--- src/rtl/cpalu_pkg.sv ---
package cpalu_pkg;

    localparam int DATA_W   = 16;
    localparam int NUM_REGS = 4;
    localparam int REG_AW   = $clog2(NUM_REGS);
    localparam int SH_W     = $clog2(DATA_W);

    localparam logic [3:0] MAJOR_ALU  = 4'd7;
    localparam logic [2:0] FORM_RR    = 3'd0;
    localparam logic [2:0] FORM_RI    = 3'd1;
    localparam logic [2:0] FORM_STAGE = 3'd2;

    typedef enum logic [3:0] {
        OP_ADD  = 4'd0,
        OP_SUB  = 4'd1,
        OP_AND  = 4'd2,
        OP_OR   = 4'd3,
        OP_MOVE = 4'd4,
        OP_LSH  = 4'd5,
        OP_RSH  = 4'd6
    } alu_op_e;

    typedef enum logic [1:0] {
        ST_IDLE  = 2'd0,
        ST_WROTE = 2'd1,
        ST_TRAP  = 2'd2
    } exec_state_e;

    typedef struct packed {
        logic              commit;
        logic              trap;
        logic              use_imm;
        alu_op_e           op;
        logic [REG_AW-1:0] dst;
        logic [REG_AW-1:0] src1;
        logic [REG_AW-1:0] src2;
        logic [DATA_W-1:0] imm;
    } decoded_t;

endpackage

--- src/rtl/cpalu_decode.sv ---
module cpalu_decode
    import cpalu_pkg::*;
(
    input  logic [31:0] instr_i,
    input  logic        valid_i,
    output decoded_t    dec_o
);

    logic [3:0] major;
    logic [2:0] form;
    logic [3:0] subop;

    assign major = instr_i[31:28];
    assign form  = instr_i[27:25];
    assign subop = instr_i[24:21];

    always_comb begin
        dec_o         = '0;
        dec_o.dst     = instr_i[1:0];
        dec_o.src1    = instr_i[3:2];
        dec_o.src2    = instr_i[5:4];
        dec_o.imm     = instr_i[19:4];
        dec_o.use_imm = (form == FORM_RI);
        dec_o.op      = OP_ADD;
        if (valid_i && major == MAJOR_ALU) begin
            if (form == FORM_RR || form == FORM_RI) begin
                if (subop <= 4'd6) begin
                    dec_o.commit = 1'b1;
                    dec_o.op     = alu_op_e'(subop);
                end else begin
                    dec_o.trap = 1'b1;
                end
            end else if (form != FORM_STAGE) begin
                dec_o.trap = 1'b1;
            end
        end
    end

endmodule

--- src/rtl/cpalu_exec.sv ---
module cpalu_exec
    import cpalu_pkg::*;
(
    input  alu_op_e           op_i,
    input  logic              use_imm_i,
    input  logic [DATA_W-1:0] a_i,
    input  logic [DATA_W-1:0] b_i,
    output logic [DATA_W-1:0] res_o,
    output logic              carry_o
);

    logic [DATA_W:0] sum_ext;
    logic [DATA_W:0] diff_ext;
    logic            big_shift;

    assign sum_ext   = {1'b0, a_i} + {1'b0, b_i};
    assign diff_ext  = {1'b0, a_i} - {1'b0, b_i};
    assign big_shift = (b_i >= DATA_W[DATA_W-1:0]);

    always_comb begin
        res_o   = '0;
        carry_o = 1'b0;
        unique case (op_i)
            OP_ADD: begin
                res_o   = sum_ext[DATA_W-1:0];
                carry_o = sum_ext[DATA_W];
            end
            OP_SUB: begin
                res_o   = diff_ext[DATA_W-1:0];
                carry_o = diff_ext[DATA_W];
            end
            OP_AND:  res_o = a_i & b_i;
            OP_OR:   res_o = a_i | b_i;
            OP_MOVE: res_o = use_imm_i ? b_i : a_i;
            OP_LSH:  res_o = big_shift ? '0 : (a_i << b_i[SH_W-1:0]);
            OP_RSH:  res_o = big_shift ? '0 : (a_i >> b_i[SH_W-1:0]);
            default: res_o = '0;
        endcase
    end

    always_comb begin
        if (op_i == OP_ADD && !carry_o) begin
            AST_ADD_NO_WRAP: assert (res_o >= a_i);
        end
    end

endmodule

--- src/rtl/cpalu_regfile.sv ---
module cpalu_regfile #(
    parameter int DATA_W   = 16,
    parameter int NUM_REGS = 4,
    localparam int AW      = $clog2(NUM_REGS)
) (
    input  logic              clk,
    input  logic              rst,
    input  logic              we_i,
    input  logic [AW-1:0]     waddr_i,
    input  logic [DATA_W-1:0] wdata_i,
    input  logic [AW-1:0]     ra1_i,
    input  logic [AW-1:0]     ra2_i,
    input  logic [AW-1:0]     rdbg_i,
    output logic [DATA_W-1:0] rd1_o,
    output logic [DATA_W-1:0] rd2_o,
    output logic [DATA_W-1:0] rdbg_o
);

    logic [DATA_W-1:0] regs_q [NUM_REGS];

    for (genvar g = 0; g < NUM_REGS; g++) begin : g_reg
        always_ff @(posedge clk) begin
            if (rst) begin
                regs_q[g] <= '0;
            end else if (we_i && waddr_i == AW'(g)) begin
                regs_q[g] <= wdata_i;
            end
        end
    end

    assign rd1_o  = regs_q[ra1_i];
    assign rd2_o  = regs_q[ra2_i];
    assign rdbg_o = regs_q[rdbg_i];

    logic armed_q;
    always_ff @(posedge clk) begin
        if (rst) armed_q <= 1'b0;
        else     armed_q <= 1'b1;
    end

    AST_WRITE_LANDS: assert property (@(posedge clk) disable iff (rst || !armed_q)
        $past(we_i) |-> regs_q[$past(waddr_i)] == $past(wdata_i));

endmodule

--- src/rtl/cpalu_unit.sv ---
module cpalu_unit
    import cpalu_pkg::*;
(
    input  logic        clk,
    input  logic        rst,
    input  logic [31:0] instr_i,
    input  logic        instr_valid_i,
    input  logic [1:0]  dbg_sel_i,
    output logic [15:0] dbg_data_o,
    output logic        zero_flag_o,
    output logic        ovf_flag_o,
    output logic        illegal_o
);

    decoded_t          dec;
    logic [DATA_W-1:0] rd1, rd2, opnd_b, result;
    logic              carry;
    exec_state_e       state_q, state_d;
    logic              zero_q, ovf_q;

    cpalu_decode u_decode (
        .instr_i (instr_i),
        .valid_i (instr_valid_i),
        .dec_o   (dec)
    );

    cpalu_regfile #(.DATA_W(DATA_W), .NUM_REGS(NUM_REGS)) u_regs (
        .clk     (clk),
        .rst     (rst),
        .we_i    (dec.commit),
        .waddr_i (dec.dst),
        .wdata_i (result),
        .ra1_i   (dec.src1),
        .ra2_i   (dec.src2),
        .rdbg_i  (dbg_sel_i),
        .rd1_o   (rd1),
        .rd2_o   (rd2),
        .rdbg_o  (dbg_data_o)
    );

    assign opnd_b = dec.use_imm ? dec.imm : rd2;

    cpalu_exec u_exec (
        .op_i      (dec.op),
        .use_imm_i (dec.use_imm),
        .a_i       (rd1),
        .b_i       (opnd_b),
        .res_o     (result),
        .carry_o   (carry)
    );

    // Next-state selection
    always_comb begin
        if (dec.commit)    state_d = ST_WROTE;
        else if (dec.trap) state_d = ST_TRAP;
        else               state_d = ST_IDLE;
    end

    // State register
    always_ff @(posedge clk) begin
        if (rst) state_q <= ST_IDLE;
        else     state_q <= state_d;
    end

    // Flag outputs, updated only on committed operations
    always_ff @(posedge clk) begin
        if (rst) begin
            zero_q <= 1'b0;
            ovf_q  <= 1'b0;
        end else if (dec.commit) begin
            zero_q <= (result == '0);
            ovf_q  <= carry;
        end
    end

    always_comb begin
        illegal_o = 1'b0;
        unique case (state_q)
            ST_IDLE:  illegal_o = 1'b0;
            ST_WROTE: illegal_o = 1'b0;
            ST_TRAP:  illegal_o = 1'b1;
            default:  illegal_o = 1'b0;
        endcase
    end

    assign zero_flag_o = zero_q;
    assign ovf_flag_o  = ovf_q;

    logic armed_q;
    always_ff @(posedge clk) begin
        if (rst) armed_q <= 1'b0;
        else     armed_q <= 1'b1;
    end

    AST_TRAP_FLAGS_HOLD: assert property (@(posedge clk) disable iff (rst || !armed_q)
        (state_q == ST_TRAP) |-> $stable({zero_q, ovf_q}));
    AST_IDLE_FLAGS_HOLD: assert property (@(posedge clk) disable iff (rst || !armed_q)
        (state_q == ST_IDLE) |-> $stable({zero_q, ovf_q}));
    AST_OVF_CLEAR_NONARITH: assert property (@(posedge clk) disable iff (rst || !armed_q)
        (state_q == ST_WROTE && $past(dec.op) != OP_ADD && $past(dec.op) != OP_SUB)
        |-> !ovf_q);
    AST_TRAP_FROM_ALU: assert property (@(posedge clk) disable iff (rst || !armed_q)
        illegal_o |-> ($past(instr_i[31:28]) == MAJOR_ALU && $past(instr_valid_i)));

endmodule

--- config.mk ---
export PLATFORM = sky130hd
export DESIGN_NAME = cpalu_unit
export DESIGN_NICKNAME = d
export VERILOG_FILES = /design/src/rtl/cpalu_pkg.sv /design/src/rtl/cpalu_decode.sv /design/src/rtl/cpalu_exec.sv /design/src/rtl/cpalu_regfile.sv /design/src/rtl/cpalu_unit.sv
export SDC_FILE = /design/constraint.sdc
export NUM_CORES = 1
export LEC_CHECK = 0
export BUFFER_PORTS_ARGS = -buffer_cell sky130_fd_sc_hd__buf_4
export CELL_PAD_IN_SITES_DETAIL_PLACEMENT = 1
export CELL_PAD_IN_SITES_GLOBAL_PLACEMENT = 1
export CORE_ASPECT_RATIO = 1.25
export CORE_MARGIN = 2
export CORE_UTILIZATION = 52
export DETAILED_ROUTE_END_ITERATION = 10
export PLACE_DENSITY = 0.95
export SLEW_MARGIN = 20
export SYNTH_ARGS = -nofsm -noshare
export SYNTH_HDL_FRONTEND = slang
export SYNTH_SLANG_ARGS = --single-unit
--- constraint.sdc ---
create_clock -name clk -period 10.8 [get_ports clk]
set_clock_uncertainty 0.2 [all_clocks]
set_input_delay 1.08 -clock clk [delete_from_list [all_inputs] [get_ports clk]]
set_output_delay 1.08 -clock clk [all_outputs]
set_load 0.03 [all_outputs]
==> results of run 1 <==
[sequential cells by signal (all words and copies together), names as in the netlist]
name,cells
ovf_flag_o,1
zero_flag_o,1
state_q,2
u_regs.regs_q,64
[layout make-up]
type                    instances  area [sq um]
inverters                      52           198
well taps                     212           265
clock inverters                 7          98.8
clock buffers                   9           225
repair buffers                 64           480
multi-input cells             769          5740
flip-flops and latches         68          2000
fillers                      1857          6560
[report_power, final]
group / internal [W] / switching, W / leakage (nW)
clock: 0.000203 / 0.000122 / 0.156
combinational: 0.000145 / 0.000294 / 2.68
sequential: 0.000296 / 0.00000803 / 0.693
[per-layer routing]
metal | vias to the layer above | GRT usage (%)
met1 | 4349 | 52.8
met5 | - | 0
met3 | 207 | 8.23
li1 | 3684 | -
met4 | 0 | 26.6
met2 | 727 | 66.8
[worst register-to-register path, stage by stage (launching register included)]
cell	delay, ps
edfxtp_1	420
mux2_2	300
o21a_1	230
nor2_1	130
buf_4	320
inv_2	310
ha_1	370
fa_1	500
nand2b_1	120
a221o_1	200
a21oi_1	100
a21oi_1	380
a21o_1	180
a31oi_1	170
nor3_1	870
nand2_1	130
or4_1	490
o21ai_1	160
[logic make-up after synthesis]
family                   count (synthesis)  synth area share [%]
AO/OA/AOI/OAI                          286                  23.8
XOR/XNOR                                 2                 0.211
adder cells (fa/ha/maj)                 54                  8.34
buffers and inverters                  119                  6.60
flip-flops                              68                  24.2
multiplexers                            76                  16.3
AND/OR/NAND/NOR                        351                  20.6
[path summary, 6_finish.rpt]
path | slack, ps | cells past startpoint | endpoint | start
worst max-delay path | 4440 | 18 | zero_flag_o | instr_i[5]
worst min-delay path | 380 | 2 | ovf_flag_o | ovf_flag_o
worst max register to register | 5160 | 17 | zero_flag_o | u_regs.regs_q[1][0]
worst min register to register | 380 | 2 | ovf_flag_o | ovf_flag_o
[cell usage in the layout, fill, tap and decap left out, drive strengths merged, types with 9 or more instances in the layout]
master,netlist,final
o22ai,19,19
buf,34,64
o211ai,12,12
inv,52,53
a211oi,11,11
clkbuf,33,9
a31oi,10,10
and2,11,11
mux4,47,47
nand4,11,11
ha,52,52
nor2,117,117
edfxtp,64,64
nor4,9,9
mux2i,27,27
nand2,78,78
o21ai,60,60
a21oi,76,76
nand3,44,44
nor3,29,29
[through the flow]
| step | hold slack [ps] | total power [W] | util [%] | setup slack, ps | std cells |
|---|---|---|---|---|---|
| 4_1_cts | 362 | 0.00105 | 57.9 | 4680 | 1181 |
| 3_5_place_dp | 354 | 0.000723 | 55.8 | 4350 | 1165 |
| 2_1_floorplan | 403 | 0.000596 | - | 5550 | 956 |
| 5_1_grt | 399 | 0.00110 | 57.9 | 4310 | 1181 |
| 6_report | 380 | 0.00107 | 57.9 | 4440 | 1181 |
| 3_3_place_gp | 307 | 0.000706 | 55.8 | 4590 | 1165 |
==> run summary, run 1 <==
Status: complete, no violations
N_diodes: 0
Achievable frequency: 157 MHz
Ys flop type: edfxtp_1
Fin crit period: 6360 ps
Detail Placement HPWL: 25.8 mm
FP Rows: 51
Most common cell in the netlist: nor2_1
P&R area growth vs syn: 8.71%
Max-cap violations: 0
Fin. max-slew vios: 0
Cell area power density: 119 mW/mm^2
Core ar.: 0.0156 sq mm
GRT Resource Usage Total: 42.5%
Drt initial violations: 1351
Post-CTS Resized: 0
Post-synthesis sequential area ratio: 24.2%
Worst-path fanout max: 31
Critical path type: in -> reg
Crit-path leading delay family: simple AND/OR/NAND/NOR gates
Post-synth top area cell: edfxtp_1
Die Area: 0.0170 sq mm
Crit path DAT: 6430 ps
I/O pin total: 56
VDD IR max: 153 uV
Largest cells by area after synthesis: edfxtp_1, mux4_2, ha_1, nor2_1, a21oi_1
Final GP Congestion: 1.02
Worst skew pair latency: 350 ps
Post-synth design cell area: 0.00829 sq mm
H-tree depth: 3
Vias in the first global route: 8995
Syn Inst Count: 956
Post-Syn Nets: 1047
Share of layout cells above drive strength 1: 16.9%
DRT Pass-1 Iters: 7
Clock tree buffer depth: 2
Setup violations, final: 0
Yosys warns: 0
Met2 Wirelength: 16.7 mm
Post-synth EDFFs: 64
Lkg Pwr: 3.53 nW
CP Capture Type: flip-flop
Grt ovf: 0
Yosys reg bits: 68
Final period utilization: 58.9%
Total CTS buffers: 9
First-pass GRT wire length: 54.0 mm
Slowest CP cell: nor3_1
Design Area, Final: 0.00901 sq mm
Final Routed Wirelength: 35.6 mm
Metal-1 WL: 12.2 mm
Sum Neg Setup Slack: 0 ps
Post-CTS setup buffer count: 0
Worst-path clk slew: 60 ps
Hold buffers post-CTS: 0
Chip Width: 117 microns
CTS tree: done
Largest stage delay on the critical path: 870 ps
CP Buf/Inv Count: 3
Uppermost layer routed: met4
Relative slew slack: 19.8%
Post-synth top area share: 23.2%
Post-synth top cells: nor2_1, nand2_1, a21oi_1, edfxtp_1, ha_1
WL/cell: 30.2 microns
Cell Area, Placed: 0.00868 sq mm
Clk sinks: 68
Via/cell ratio: 7.59
Critical-path cell list: buf_4 > mux2_2 > o21a_1 > nor2_1 > buf_4 > inv_2 > ha_1 > fa_1 > nand2b_1 > a221o_1 > a21oi_1 > a21oi_1 > a21o_1 > a31oi_1 > nor3_1 > nand2_1 > or4_1 > o21ai_1
Remaining antenna violation count after routing: 0
Count of input and output buffers: 54
Initial antenna violation count: 0
CTS root buffer: clkbuf_16
# nets final: 1055
Final Hold Viols: 0
Die height: 145 microns
Routed wl met3: 3.88 mm
Worst-Margin Slew: 1200 ps
Largest net degree at the start of global routing: 37
Min-Delay Path Class: reg -> reg
Crit path launch type: primary input
Synthesized area per cell: 8.67 sq um
Starting Density: 53.2%
RSZ-0062 raised after global routing: false
Async SR Flop Fraction: 0%
Total number of vias: 8967
WP data required: 10870 ps
DRC violations left: 0
Post-synth cell types: 91
Power figures use the tool's default switching activity.
==> inputs of run 2 (changes only) <==
Settings changed: ABC_AREA from default to 1, CORE_UTILIZATION 52 to 40, PLACE_DENSITY 0.95 to 0.88.
Clock period 10.8 ns to 5.7 ns, I/O delays scaled along.
==> run summary, run 2 <==
Total CTS buffers: 9
Most common cell in the netlist: nand2_1
Largest net degree at the start of global routing: 35
WL/cell: 21.5 microns
VDD IR max: 140 uV
Syn Inst Count: 1351
Vias in the first global route: 10100
Die Area: 0.0222 sq mm
Most frequent cells in the layout: nand2_1, nand3_1, nor2_1, inv_1, o21ai_0
CTS tree: done
I/O pin total: 56
Worst-path clk slew: 60 ps
Post-synth top cells: nand2_1, nand3_1, nor2_1, inv_1, o21ai_0
First-pass GRT wire length: 54.9 mm
Drt initial violations: 1000
Post-Syn Nets: 1442
Int Power: 0.00128 W
Worst skew pair latency: 340 ps
Crit path launch type: primary input
RSZ-0062 raised after global routing: false
Chip Width: 134 microns
Core ar.: 0.0207 sq mm
Most crowded layer after global routing: met2
H-tree depth: 3
Sum Neg Setup Slack: 0 ps
Share of layout cells above drive strength 1: 11.1%
Commonest non-fill, non-tap cell in the layout: nand2_1
Async SR Flop Fraction: 0%
Lkg Pwr: 4.46 nW
M2 GR Usage: 55.0%
Die height: 166 microns
Post-synth design cell area: 0.00840 sq mm
Total number of vias: 9882
Post-synth cell types: 51
Largest register by flop count: u_regs.regs_q
GRT Resource Usage Total: 31.6%
Detail Placement HPWL: 25.7 mm
Max reg flops: 64
Crit-path leading delay family: simple AND/OR/NAND/NOR gates
Switching Share: 39.8%
Cell area power density: 231 mW/mm^2
Setup WS pre-CTS: 961 ps
Biggest regs: u_regs.regs_q x64, state_q x2
Status: complete, no violations
Part of the power in registers: 27.1%
# nets final: 1455
Post-synth EDFFs: 64
Slowest CP cell: ha_1
Met3 Resource Use GR: 4.82%
Filler instances: 2835
Power, Total: 0.00213 W
Largest cells by area after synthesis: edfxtp_1, nand2_1, nand3_1, ha_1, nor2_1
Via/cell ratio: 6.01
Final Routed Wirelength: 35.4 mm
Min-Delay Path Class: in -> reg
Relative slew slack: 26.9%
WP data required: 5780 ps
Crit path DAT: 4640 ps
Yosys reg bits: 68
Max-cap violations: 0
Post-CTS Resized: 0
Setup ws final: 1140 ps
Yosys warns: 0
Final Hold Viols: 0
Final period utilization: 80.0%
Most used cell, CP: nand2_1
Cell Area, Placed: 0.00881 sq mm
Count of input and output buffers: 54
Final GP Congestion: 0.949
Post-synth top area cell: edfxtp_1
Clock tree buffer depth: 2
Post-synth top area share: 22.9%
FP Rows: 59
Achievable frequency: 219 MHz
CTS root buffer: clkbuf_16
Starting Density: 40.5%
Hold buffers post-CTS: 0
Worst-Margin Slew: 1090 ps
N_diodes: 0
NetSw: 0.000847 W
DRT Pass-1 Iters: 6
Post-CTS setup buffer count: 0
Design Area, Final: 0.00919 sq mm
DRC violations left: 0
Grt met1 use: 35.7%
Worst-path fanout max: 33
CP Buf/Inv Count: 3
Ys flop type: edfxtp_1
CP Capture Type: flip-flop
Initial antenna violation count: 0
Hold WS: 275 ps
Clk sinks: 68
Clk pwr share: 33.3%
Fin crit period: 4560 ps
Remaining antenna violation count after routing: 0
Setup violations, final: 0
Post-synthesis sequential area ratio: 23.8%
Fin. max-slew vios: 0
Comb power frac: 39.7%
Synthesized area per cell: 6.22 sq um
Grt ovf: 0
P&R area growth vs syn: 9.40%
Largest stage delay on the critical path: 430 ps
Critical path type: in -> reg
Critical-path cell list: buf_4 > inv_2 > nand2_1 > nand3_1 > nand2_1 > inv_1 > ha_1 > nand2_1 > o21ai_0 > nand2_1 > nand2_1 > nand2_1 > o21ai_0 > nand2_1 > nand2_1 > nor2_1 > nor2_1 > nand2_1 > nor2_1 > nand3_1 > nor2_1 > nand2_1 > a21oi_2
run 2: path summary, 6_finish.rpt:
check                 startpoint     endpoint  slack [ps]  cells after the start
max reg2reg  u_regs.regs_q[2][2]  zero_flag_o        1680                     21
min                          rst  zero_flag_o         270                      2
max                   instr_i[2]  zero_flag_o        1140                     23
min reg2reg          zero_flag_o  zero_flag_o         350                      2
run 2: layout make-up:
class	instances	area, sq um	area share [%]
clock buffers	9	225	2.45
clock inverters	7	146	1.59
multi-input cells	1079	5450	59.3
repair buffers	66	495	5.39
flip-flops and latches	68	2000	21.8
well taps	274	343	3.73
inverters	140	528	5.75
run 2: cell families (layout without fill, tap and decap cells):
kind of cell / count (synthesis) / in the layout / share of synthesized area (%)
compound gates: 197 / 197 / 13.4
simple gates: 825 / 825 / 42.8
flops: 68 / 68 / 23.8
xor+xnor: 3 / 3 / 0.313
buf+inv: 204 / 222 / 11.5
fa+ha+maj: 54 / 54 / 8.22
run 2: worst register-to-register path: cells and delay by family, from the launching register on:
kind	cells	cell delay, ps
adders and majority gates	1	430
and+or+nand+nor	16	2010
AOI/OAI and AO/OA	3	740
buffers and inverters	1	120
DFF	1	460
run 2: power by group through the flow:
| stage | combinational [W] | clock [W] | sequential [W] |
|---|---|---|---|
| global route | 0.000921 | 0.000715 | 0.000577 |
| finish | 0.000844 | 0.000708 | 0.000576 |
| CTS | 0.000826 | 0.000700 | 0.000575 |
| global placement | 0.000785 | 0 | 0.000583 |
| detailed placement | 0.000816 | 0 | 0.000584 |
| floorplan | 0.000580 | 0 | 0.000580 |
run 2: layer usage:
layer,wire length [microns],part of all wire [%],vias to the layer above
met4,2730,7.7,0
li1,-,-,4469
met2,17200,49,474
met5,0,0,-
met3,2390,6.7,175
met1,13100,37,4764
run 2: through the flow:
step,util (%),std cells
after floorplan,-,1351
after global placement,42.5,1627
after detailed placement,42.5,1627
after CTS,44.3,1643
after global routing,44.3,1643
final,44.3,1643
